### src/rtl/tug3_pkg.sv
package tug3_pkg;

  // Structure of the TUG-3 built from TU-12 tributaries
  localparam int NUM_TUG2   = 7;   // TUG-2 groups per TUG-3
  localparam int NUM_TU12   = 3;   // TU-12s per TUG-2
  localparam int TU_COLS    = 4;   // columns of one TU-12
  localparam int ROWS       = 9;   // rows per 125 us frame
  localparam int STUFF_COLS = 2;   // fixed-stuff columns per row
  localparam int BYTE_W     = 8;
  localparam int MF_LEN     = 4;   // frames per multiframe

  localparam int NUM_TRIB   = NUM_TUG2 * NUM_TU12;
  localparam int DATA_COLS  = NUM_TRIB * TU_COLS;
  localparam int TOTAL_COLS = DATA_COLS + STUFF_COLS;
  localparam int TRIB_W     = $clog2(NUM_TRIB);
  localparam int MF_W       = $clog2(MF_LEN);

  // Strobes from the slot sequencer to the byte path
  typedef struct packed {
    logic              slotValid;  // a frame slot is being served this cycle
    logic              slotStuff;  // the slot is a fixed-stuff column
    logic              slotFirst;  // row 0, column 0
    logic [TRIB_W-1:0] tribIdx;    // tributary owning a data slot
  } slot_strobe_t;

endpackage

### src/rtl/tug3_slot_ctrl.sv
module tug3_slot_ctrl
  import tug3_pkg::*;
#(
  parameter int NumTug2   = NUM_TUG2,
  parameter int NumTu12   = NUM_TU12,
  parameter int TuCols    = TU_COLS,
  parameter int Rows      = ROWS,
  parameter int StuffCols = STUFF_COLS,
  parameter int MfLen     = MF_LEN
) (
  input  logic                      clk,
  input  logic                      rstN,
  input  logic                      frameStart,
  output slot_strobe_t              strobe,
  output logic [$clog2(MfLen)-1:0]  mfIdx
);

  localparam int TotalCols = NumTug2 * NumTu12 * TuCols + StuffCols;
  localparam int RowW      = $clog2(Rows);
  localparam int ColW      = $clog2(TotalCols);
  localparam int Tug2W     = $clog2(NumTug2);
  localparam int Tu12W     = $clog2(NumTu12);
  localparam int TuColW    = $clog2(TuCols);
  localparam int MfW       = $clog2(MfLen);

  logic              active;
  logic [RowW-1:0]   rowCnt;
  logic [ColW-1:0]   colCnt;
  logic [Tug2W-1:0]  tug2Cnt;
  logic [Tu12W-1:0]  tu12Cnt;
  logic [TuColW-1:0] tuColCnt;
  logic              inStuff;
  logic              lastCol;
  logic              lastRow;
  logic              lastTug2;
  logic              lastTu12;
  logic              lastTuCol;
  int                idxCalc;

  assign inStuff   = (int'(colCnt) < StuffCols);
  assign lastCol   = (int'(colCnt) == TotalCols - 1);
  assign lastRow   = (int'(rowCnt) == Rows - 1);
  assign lastTug2  = (int'(tug2Cnt) == NumTug2 - 1);
  assign lastTu12  = (int'(tu12Cnt) == NumTu12 - 1);
  assign lastTuCol = (int'(tuColCnt) == TuCols - 1);

  // Row and column position inside the 125 us frame
  always_ff @(posedge clk) begin
    if (!rstN) begin
      active <= 1'b0;
      rowCnt <= '0;
      colCnt <= '0;
    end else if (frameStart) begin
      active <= 1'b1;
      rowCnt <= '0;
      colCnt <= '0;
    end else if (active) begin
      if (lastCol) begin
        colCnt <= '0;
        if (lastRow) begin
          active <= 1'b0;
          rowCnt <= '0;
        end else begin
          rowCnt <= rowCnt + 1'b1;
        end
      end else begin
        colCnt <= colCnt + 1'b1;
      end
    end
  end

  // Nested interleave counters: TUG-2 group fastest, then TU-12, then TU-12 column
  always_ff @(posedge clk) begin
    if (!rstN || frameStart) begin
      tug2Cnt  <= '0;
      tu12Cnt  <= '0;
      tuColCnt <= '0;
    end else if (active && !inStuff) begin
      if (lastTug2) begin
        tug2Cnt <= '0;
        if (lastTu12) begin
          tu12Cnt  <= '0;
          tuColCnt <= lastTuCol ? '0 : tuColCnt + 1'b1;
        end else begin
          tu12Cnt <= tu12Cnt + 1'b1;
        end
      end else begin
        tug2Cnt <= tug2Cnt + 1'b1;
      end
    end
  end

  // Multiframe position
  always_ff @(posedge clk) begin
    if (!rstN) begin
      mfIdx <= '0;
    end else if (frameStart) begin
      mfIdx <= (int'(mfIdx) == MfLen - 1) ? '0 : mfIdx + 1'b1;
    end
  end

  always_comb begin
    idxCalc          = int'(tu12Cnt) * NumTug2 + int'(tug2Cnt);
    strobe.slotValid = active;
    strobe.slotStuff = inStuff;
    strobe.slotFirst = active && (rowCnt == '0) && (colCnt == '0);
    strobe.tribIdx   = idxCalc[TRIB_W-1:0];
  end

endmodule

### src/rtl/tug3_byte_path.sv
module tug3_byte_path
  import tug3_pkg::*;
#(
  parameter int NumTrib = NUM_TRIB,
  parameter int ByteW   = BYTE_W
) (
  input  logic                     clk,
  input  logic                     rstN,
  input  slot_strobe_t             strobe,
  input  logic [NumTrib*ByteW-1:0] tribData,
  output logic [NumTrib-1:0]       tribRd,
  output logic [ByteW-1:0]         outData,
  output logic                     outValid,
  output logic                     outSof
);

  logic             takeData;
  logic [ByteW-1:0] selByte;

  assign takeData = strobe.slotValid && !strobe.slotStuff;

  // One read strobe per tributary
  for (genvar k = 0; k < NumTrib; k++) begin : g_rd
    assign tribRd[k] = takeData && (int'(strobe.tribIdx) == k);
  end

  always_comb begin
    selByte = '0;
    for (int k = 0; k < NumTrib; k++) begin
      if (int'(strobe.tribIdx) == k) selByte = tribData[k*ByteW +: ByteW];
    end
  end

  always_ff @(posedge clk) begin
    if (!rstN) begin
      outData  <= '0;
      outValid <= 1'b0;
      outSof   <= 1'b0;
    end else begin
      outData  <= takeData ? selByte : '0;
      outValid <= strobe.slotValid;
      outSof   <= strobe.slotValid && strobe.slotFirst;
    end
  end

endmodule

### src/rtl/tug3_interleaver.sv
module tug3_interleaver
  import tug3_pkg::*;
#(
  parameter int NumTrib = NUM_TRIB,
  parameter int ByteW   = BYTE_W,
  parameter int MfW     = MF_W
) (
  input  logic                     clk,
  input  logic                     rstN,
  input  logic                     frameStart,
  input  logic [NumTrib*ByteW-1:0] tribData,
  output logic [NumTrib-1:0]       tribRd,
  output logic [MfW-1:0]           mfIdx,
  output logic [ByteW-1:0]         outData,
  output logic                     outValid,
  output logic                     outSof
);

  slot_strobe_t slotStrobe;

  tug3_slot_ctrl u_ctrl (
    .clk        (clk),
    .rstN       (rstN),
    .frameStart (frameStart),
    .strobe     (slotStrobe),
    .mfIdx      (mfIdx)
  );

  tug3_byte_path #(
    .NumTrib (NumTrib),
    .ByteW   (ByteW)
  ) u_path (
    .clk      (clk),
    .rstN     (rstN),
    .strobe   (slotStrobe),
    .tribData (tribData),
    .tribRd   (tribRd),
    .outData  (outData),
    .outValid (outValid),
    .outSof   (outSof)
  );

endmodule

### config.mk
export PLATFORM = sky130hd
export DESIGN_NAME = tug3_interleaver
export DESIGN_NICKNAME = d
export VERILOG_FILES = /design/src/rtl/tug3_pkg.sv /design/src/rtl/tug3_slot_ctrl.sv /design/src/rtl/tug3_byte_path.sv /design/src/rtl/tug3_interleaver.sv
export SDC_FILE = /design/constraint.sdc
export NUM_CORES = 1
export LEC_CHECK = 0
export ABC_CLOCK_PERIOD_IN_PS = 3600
export BUFFER_PORTS_ARGS = -buffer_cell sky130_fd_sc_hd__buf_2
export CAP_MARGIN = 40
export CORE_MARGIN = 2
export CORE_UTILIZATION = 45
export DETAILED_ROUTE_END_ITERATION = 10
export PLACE_DENSITY_LB_ADDON = 0.12
export SETUP_SLACK_MARGIN = 0.15
export SLEW_MARGIN = 20
export SYNTH_ARGS = -nofsm -noshare
export SYNTH_HDL_FRONTEND = slang
export SYNTH_SLANG_ARGS = --single-unit
### constraint.sdc
create_clock -name clk -period 3.6 [get_ports clk]
set_input_delay 0.18 -clock clk [delete_from_list [all_inputs] [get_ports clk]]
set_output_delay 0.18 -clock clk [all_outputs]
set_load 0.02 [all_outputs]
==> results.json, run 1 <==
{
  "outcome": "finished clean",
  "hpwl_mm": 10.87,
  "tightest_slew_ns": 0.8580,
  "post-place-ws_ns": 0.09835,
  "final_nets": 854,
  "wire_per_inst_um": 18.14,
  "power.internal_mw": 0.5964,
  "cp_slowest_cell": "fa_2",
  "antenna_found_initial": 0,
  "layout_common_cells": "buf_2 (201), nor2_1 (51), a21oi_1 (41), o21ai_0 (30), dfxtp_1 (28)",
  "setup_ws_ns": 0.2867,
  "maxCapViolCount": 0,
  "grt_first_pass_wirelength_mm": 21.36,
  "crit_fanout": 11,
  "ctsHoldBuffers": 0,
  "clkSinkCount": 29,
  "final.setup_skew_ns": 0.009623,
  "worst-path-buf-inv": 4,
  "crit_chain": "inv_1 > fa_1 > inv_1 > ha_2 > fa_2 > buf_2 > nand3_2 > nor3_1 > buf_2",
  "combPwrFrac_pct": 20.6,
  "gp_congestion": 0.9543,
  "insertion_delay_ns": 0.28,
  "min_path_type": "input pin to register",
  "wl_met1_mm": 5.602,
  "hold_viol": 0,
  "synthDominantCellAreaShare_pct": 16.85,
  "rsz0062_at_grt": "no",
  "report.final.slew_viol_count": 0,
  "p_leak_nw": 2.054,
  "dieArea_um2": 8370,
  "fin_cells": 768,
  "path_delay_family": "adder cells",
  "antenna_cells": 0,
  "wl_met2_mm": 6.708,
  "r2r-start": "u_ctrl.tu12Cnt[0]",
  "layout_min_cycle_time_ns": 3.313,
  "start_util_pct": 46.99,
  "worstHoldStart": "rstN",
  "avgViaCountPerCell": 5.934,
  "period_share_pct": 92.04,
  "max_slew_margin_pct": 42.59,
  "yosysWarningCount": 0,
  "critPathMaxStageDelay_ns": 0.58,
  "cts_buffer_depth": 2,
  "critPathKind": "register to primary output",
  "grt-ovfl-total": 0,
  "synth-seq-area-share_pct": 16.85,
  "setup_viol": 0,
  "fp-row-count": 31,
  "vias": 4557,
  "syn_nets": 661,
  "netlist_area_um2": 3445,
  "worstSetupEndpointType": "primary output",
  "drc": 0,
  "grtUsageTotal_pct": 31.74,
  "hold_path_depth": 2,
  "synth_seq_cells": 29,
  "ioPinCount": 204,
  "reg2reg_to": "u_path.outData[3]",
  "wl_mm": 13.94,
  "final_util_pct": 64.70,
  "nFillCells": 695,
  "first_global_vias": 4392,
  "die_h_um": 91.49,
  "fin_setup_tns_ns": 0,
  "numCtsBuffers": 5,
  "p_sw_share_pct": 26.04,
  "mostFrequentLayoutCell": "buf_2",
  "pwr-share-seq_pct": 41.1,
  "synth_enable_flop_cells": 0,
  "synth_top_area_cell": "dfxtp_1",
  "route.met3.wl_mm": 1.108,
  "p_clk_share_pct": 38.3,
  "antenna_left": 0,
  "dr.pass1.iters": 5,
  "reg2reg_depth": 11,
  "path_clk_slew_ns": 0.07,
  "crit_arrival_ns": 3.13,
  "whs_endpoint": "u_ctrl.active",
  "p_switching_mw": 0.2100,
  "syn_to_final_growth_pct": 37.70,
  "cts_tree": "done",
  "highest_layer": "met4",
  "power_density_nw_per_um2": 170.0,
  "r2r_setup_slack_ns": 0.35,
  "coreArea_um2": 7331,
  "synth_flop_cell": "dfxtp_1",
  "syn_avg_cell_area_um2": 7.252,
  "synthCells": 475,
  "cts_root_buf": "clkbuf_8",
  "drtIter0Drc": 283,
  "worstSetupStartpointType": "register",
  "yosysUniqueCellTypes": 70,
  "ir_worst_vdd_uv": 180.7,
  "port_buffers": 203,
  "synth.area.top_cells": "dfxtp_1 (17%), mux2i_1 (7.8%), a21oi_1 (6.0%)",
  "cts_max_level": 2,
  "grt_max_degree": 34,
  "async_flop_share_pct": 0,
  "drive_gt1_share_pct": 40.21,
  "max_freq_mhz": 301.8,
  "cp.required_ns": 3.42,
  "placed_cells": 752,
  "die_width_um": 91.49
}
==> logic make-up after synthesis <==
| logic type | count (synthesis) | synth area share (%) |
|---|---|---|
| AOI/OAI and AO/OA | 155 | 29.50 |
| DFF | 29 | 16.85 |
| buffers and inverters | 56 | 7.555 |
| muxes | 40 | 12.42 |
| xor gates and xnor gates | 7 | 1.998 |
| adders and majority gates | 15 | 6.102 |
| and+or+nand+nor | 173 | 25.57 |
==> what timing repair did <==
| action | in CTS | in global routing |
|---|---|---|
| setup endpoints to repair | 17 | 26 |
| pin swaps | 1 | 0 |
| buffers inserted | 6 | 2 |
| gates resized for setup | 4 | 14 |
==> area by class of cell <==
class	count	area, um2	area share (%)
Clock buffer	7	96.34	2.031
Inverter	17	63.81	1.345
Clock inverter	1	5.005	0.1055
Timing Repair Buffer	225	1206	25.43
Sequential cell	29	581.8	12.27
Multi-Input combinational cell	390	2666	56.21
Tap cell	99	123.9	2.611
==> cells in the mapped netlist, drive strengths merged, types with 2 or more instances <==
| master | count |
|---|---|
| nor2b | 6 |
| a21oi | 41 |
| dfxtp | 29 |
| o21bai | 2 |
| and2 | 3 |
| a22o | 6 |
| o22ai | 20 |
| fa | 3 |
| nand4 | 3 |
| nand2b | 12 |
| clkbuf | 15 |
| o31ai | 2 |
| a211oi | 4 |
| inv | 17 |
| or2 | 5 |
| a211o | 2 |
| buf | 24 |
| nor3b | 3 |
| nor4 | 12 |
| and3 | 2 |
| o221ai | 5 |
| or3 | 3 |
| o211ai | 7 |
| nand2 | 26 |
| mux2i | 27 |
| o21ai | 32 |
| xor2 | 3 |
| a221oi | 4 |
| mux2 | 12 |
| xnor2 | 4 |
| nor3 | 27 |
| a31o | 2 |
| a31oi | 8 |
| a22oi | 6 |
| o32ai | 7 |
| nor2 | 52 |
| nand3 | 13 |
| ha | 12 |
==> per-stage QoR <==
| step | area, um2 | hold WS (ns) | total power [mW] |
|---|---|---|---|
| 6_report | 4743 | 0.1774 | 0.8064 |
| 3_5_place_dp | 4518 | 0.4647 | 0.5032 |
| 5_1_grt | 4743 | 0.1947 | 0.8385 |
| 4_1_cts | 4674 | 0.1790 | 0.8056 |
| 2_1_floorplan | 3445 | 0.3082 | 0.3924 |
| 3_3_place_gp | 4503 | 0.4533 | 0.5018 |
==> worst max-delay path by stage <==
stage                           start           endpoint  slack (ns)  depth (start not counted)
floorplan           u_ctrl.tu12Cnt[0]         tribRd[18]        0.20                         10
global placement    u_ctrl.tu12Cnt[0]  u_path.outData[5]        0.21                         10
detailed placement  u_ctrl.tu12Cnt[0]  u_path.outData[5]         0.1                         10
CTS                 u_ctrl.tu12Cnt[0]         tribRd[16]        0.16                         10
global route        u_ctrl.tu12Cnt[0]          tribRd[2]        0.16                          9
finish              u_ctrl.tu12Cnt[0]          tribRd[7]        0.29                          9
==> layer usage <==
| metal | track usage (%) | vias up |
|---|---|---|
| met5 | 0 | - |
| met4 | 13.01 | 0 |
| met3 | 6.307 | 42 |
| met2 | 53.74 | 240 |
| met1 | 39.09 | 2116 |
| li1 | - | 2159 |
==> power by group through the flow <==
stage	combinational (mW)	sequential, mW	clock (mW)
after global routing	0.180	0.332	0.326
final	0.166	0.331	0.309
after global placement	0.163	0.338	0
after detailed placement	0.164	0.339	0
after floorplan	0.0522	0.340	0
after CTS	0.166	0.331	0.308
==> registers in the layout, summed over array words and instances, names as in the netlist <==
| register | cells |
|---|---|
| u_path.outData | 8 |
| u_ctrl.mfIdx | 2 |
| u_ctrl.tu12Cnt | 2 |
| u_path.outSof | 1 |
| u_path.outValid | 1 |
| u_ctrl.rowCnt | 4 |
| u_ctrl.active | 1 |
| u_ctrl.tug2Cnt | 3 |
| u_ctrl.colCnt | 7 |
(Power assumes the default switching activity.)
==> run 2: changes to the inputs <==
--- a/config.mk
+++ b/config.mk
@@ -5,7 +5,7 @@
 export SDC_FILE = /design/constraint.sdc
 export NUM_CORES = 1
 export LEC_CHECK = 0
-export ABC_CLOCK_PERIOD_IN_PS = 3600
+export ABC_CLOCK_PERIOD_IN_PS = 3250
 export BUFFER_PORTS_ARGS = -buffer_cell sky130_fd_sc_hd__buf_2
 export CAP_MARGIN = 40
 export CORE_MARGIN = 2
==> constraint.sdc (replaced) <==
create_clock -name clk -period 3.25 [get_ports clk]
set_input_delay 0.1625 -clock clk [delete_from_list [all_inputs] [get_ports clk]]
set_output_delay 0.1625 -clock clk [all_outputs]
set_load 0.02 [all_outputs]
==> results.json, run 2 (synthesis gave the netlist of run 1 again) <==
{
  "path_clk_slew_ns": 0.07,
  "hold_path_depth": 2,
  "vias": 4709,
  "gp_congestion": 0.9730,
  "antenna_left": 0,
  "r2r-start": "u_ctrl.tu12Cnt[0]",
  "port_buffers": 203,
  "drtIter0Drc": 453,
  "final_nets": 873,
  "grtUsageTotal_pct": 32.27,
  "final.setup_skew_ns": 0.004611,
  "clkSinkCount": 29,
  "cts_tree": "done",
  "cts_root_buf": "clkbuf_8",
  "nFillCells": 655,
  "report.final.slew_viol_count": 0,
  "mostFrequentLayoutCell": "buf_2",
  "numCtsBuffers": 5,
  "crit_path_end": "tribRd[18]",
  "crit_arrival_ns": 2.98,
  "rsz0062_at_grt": "yes",
  "drc": 0,
  "critPathKind": "register to primary output",
  "max_freq_mhz": 318.0,
  "crit_fanout": 7,
  "worstSetupEndpointType": "primary output",
  "largest-register": "u_path.outData",
  "dr.pass1.iters": 5,
  "grt_first_pass_wirelength_mm": 21.92,
  "cts_max_level": 2,
  "largest_reg_flops": 8,
  "antenna_cells": 0,
  "min_path_type": "input pin to register",
  "ctsHoldBuffers": 0,
  "avgViaCountPerCell": 5.983,
  "dieArea_um2": 8370,
  "coreArea_um2": 7331,
  "insertion_delay_ns": 0.29,
  "die_width_um": 91.49,
  "setup_ws_ns": 0.1053,
  "outcome": "finished clean",
  "fin_cells": 787,
  "placed_cells": 762,
  "grt-ovfl-total": 0,
  "tightest_slew_ns": 0.7843,
  "ir_worst_vdd_uv": 138.3,
  "syn_to_final_growth_pct": 44.71,
  "reg2reg_to": "u_path.outData[6]",
  "antenna_found_initial": 0,
  "r2r_setup_slack_ns": 0.11,
  "start_util_pct": 46.99,
  "first_global_vias": 4514,
  "p_leak_nw": 2.147,
  "maxCapViolCount": 0,
  "hold_viol": 0,
  "reg2reg_depth": 13,
  "layout_common_cells": "buf_2 (197), nor2_1 (51), a21oi_1 (41), buf_4 (40), o21ai_0 (30)",
  "post-place-ws_ns": -0.03791,
  "wl_mm": 14.08,
  "ioPinCount": 204,
  "setup_viol": 0,
  "die_h_um": 91.49,
  "fp-row-count": 31,
  "hpwl_mm": 10.89,
  "drive_gt1_share_pct": 44.19,
  "critPathLaunch": "u_ctrl.tu12Cnt[0]",
  "worstSetupStartpointType": "register",
  "cts_buffer_depth": 2,
  "cp.required_ns": 3.09,
  "wire_per_inst_um": 17.89,
  "max_slew_margin_pct": 47.36,
  "layout_min_cycle_time_ns": 3.145,
  "largestRegisters": "u_path.outData: 8 flops, u_ctrl.colCnt: 7 flops, u_ctrl.rowCnt: 4 flops",
  "grt_max_degree": 29,
  "period_share_pct": 96.76,
  "power_density_nw_per_um2": 178.8
}
[run 2: cell type report]
type	instances	area (um2)	area share (%)
Timing Repair Buffer	244	1385	27.79
Clock buffer	7	96.34	1.933
Multi-Input combinational cell	390	2726	54.69
Clock inverter	1	5.005	0.1004
Tap cell	99	123.9	2.485
Sequential cell	29	584.3	11.72
Inverter	17	63.81	1.280
[run 2: critical path, cell delays in order (launching register included)]
cell and delay [ns]:
dfxtp_2 0.33, inv_2 0.06, fa_1 0.52, inv_1 0.04
ha_2 0.19, fa_2 0.44, nand2b_1 0.23, o22ai_2 0.23
buf_6 0.18, nor4b_2 0.26, buf_4 0.20
[run 2: what timing repair did]
action	CTS	global route
buffers inserted	11	6
pin swaps	4	8
endpoints found under the setup margin	27	27
resized for setup	16	21
[run 2: worst min path at each step]
stage	startpoint	to	slack (ns)
floorplan	rstN	u_ctrl.active	0.29
global placement	rstN	u_ctrl.active	0.44
detailed placement	rstN	u_ctrl.mfIdx[0]	0.46
CTS	rstN	u_ctrl.mfIdx[0]	0.16
global route	rstN	u_ctrl.active	0.18
finish	rstN	u_ctrl.mfIdx[0]	0.16
[run 2: layer usage]
metal | vias up | global-route usage, % | wire (um)
li1 | 2200 | - | -
met1 | 2185 | 39.23 | 5364
met2 | 284 | 56.43 | 6873
met3 | 40 | 6.722 | 1446
met4 | 0 | 10.35 | 392
met5 | - | 0 | 0
[run 2: power by group]
group | internal (mW) | switching, mW | total (mW)
Combinational | 0.109 | 0.0763 | 0.185
Sequential | 0.361 | 0.00675 | 0.367
Clock | 0.191 | 0.147 | 0.339
Total | 0.661 | 0.230 | 0.891
[run 2: through the flow]
stage / util [%] / hold slack (ns) / total power [mW] / instance area, um2 / setup TNS [ns]
2_1_floorplan: - / 0.2907 / 0.4347 / 3476 / -0.1646
3_3_place_gp: 62.88 / 0.4421 / 0.5556 / 4609 / 0
3_5_place_dp: 63.08 / 0.4568 / 0.5581 / 4624 / -0.05709
4_1_cts: 66.36 / 0.1568 / 0.8934 / 4865 / 0
5_1_grt: 68.00 / 0.1771 / 0.9312 / 4985 / 0
6_report: 68.00 / 0.1603 / 0.8912 / 4985 / 0
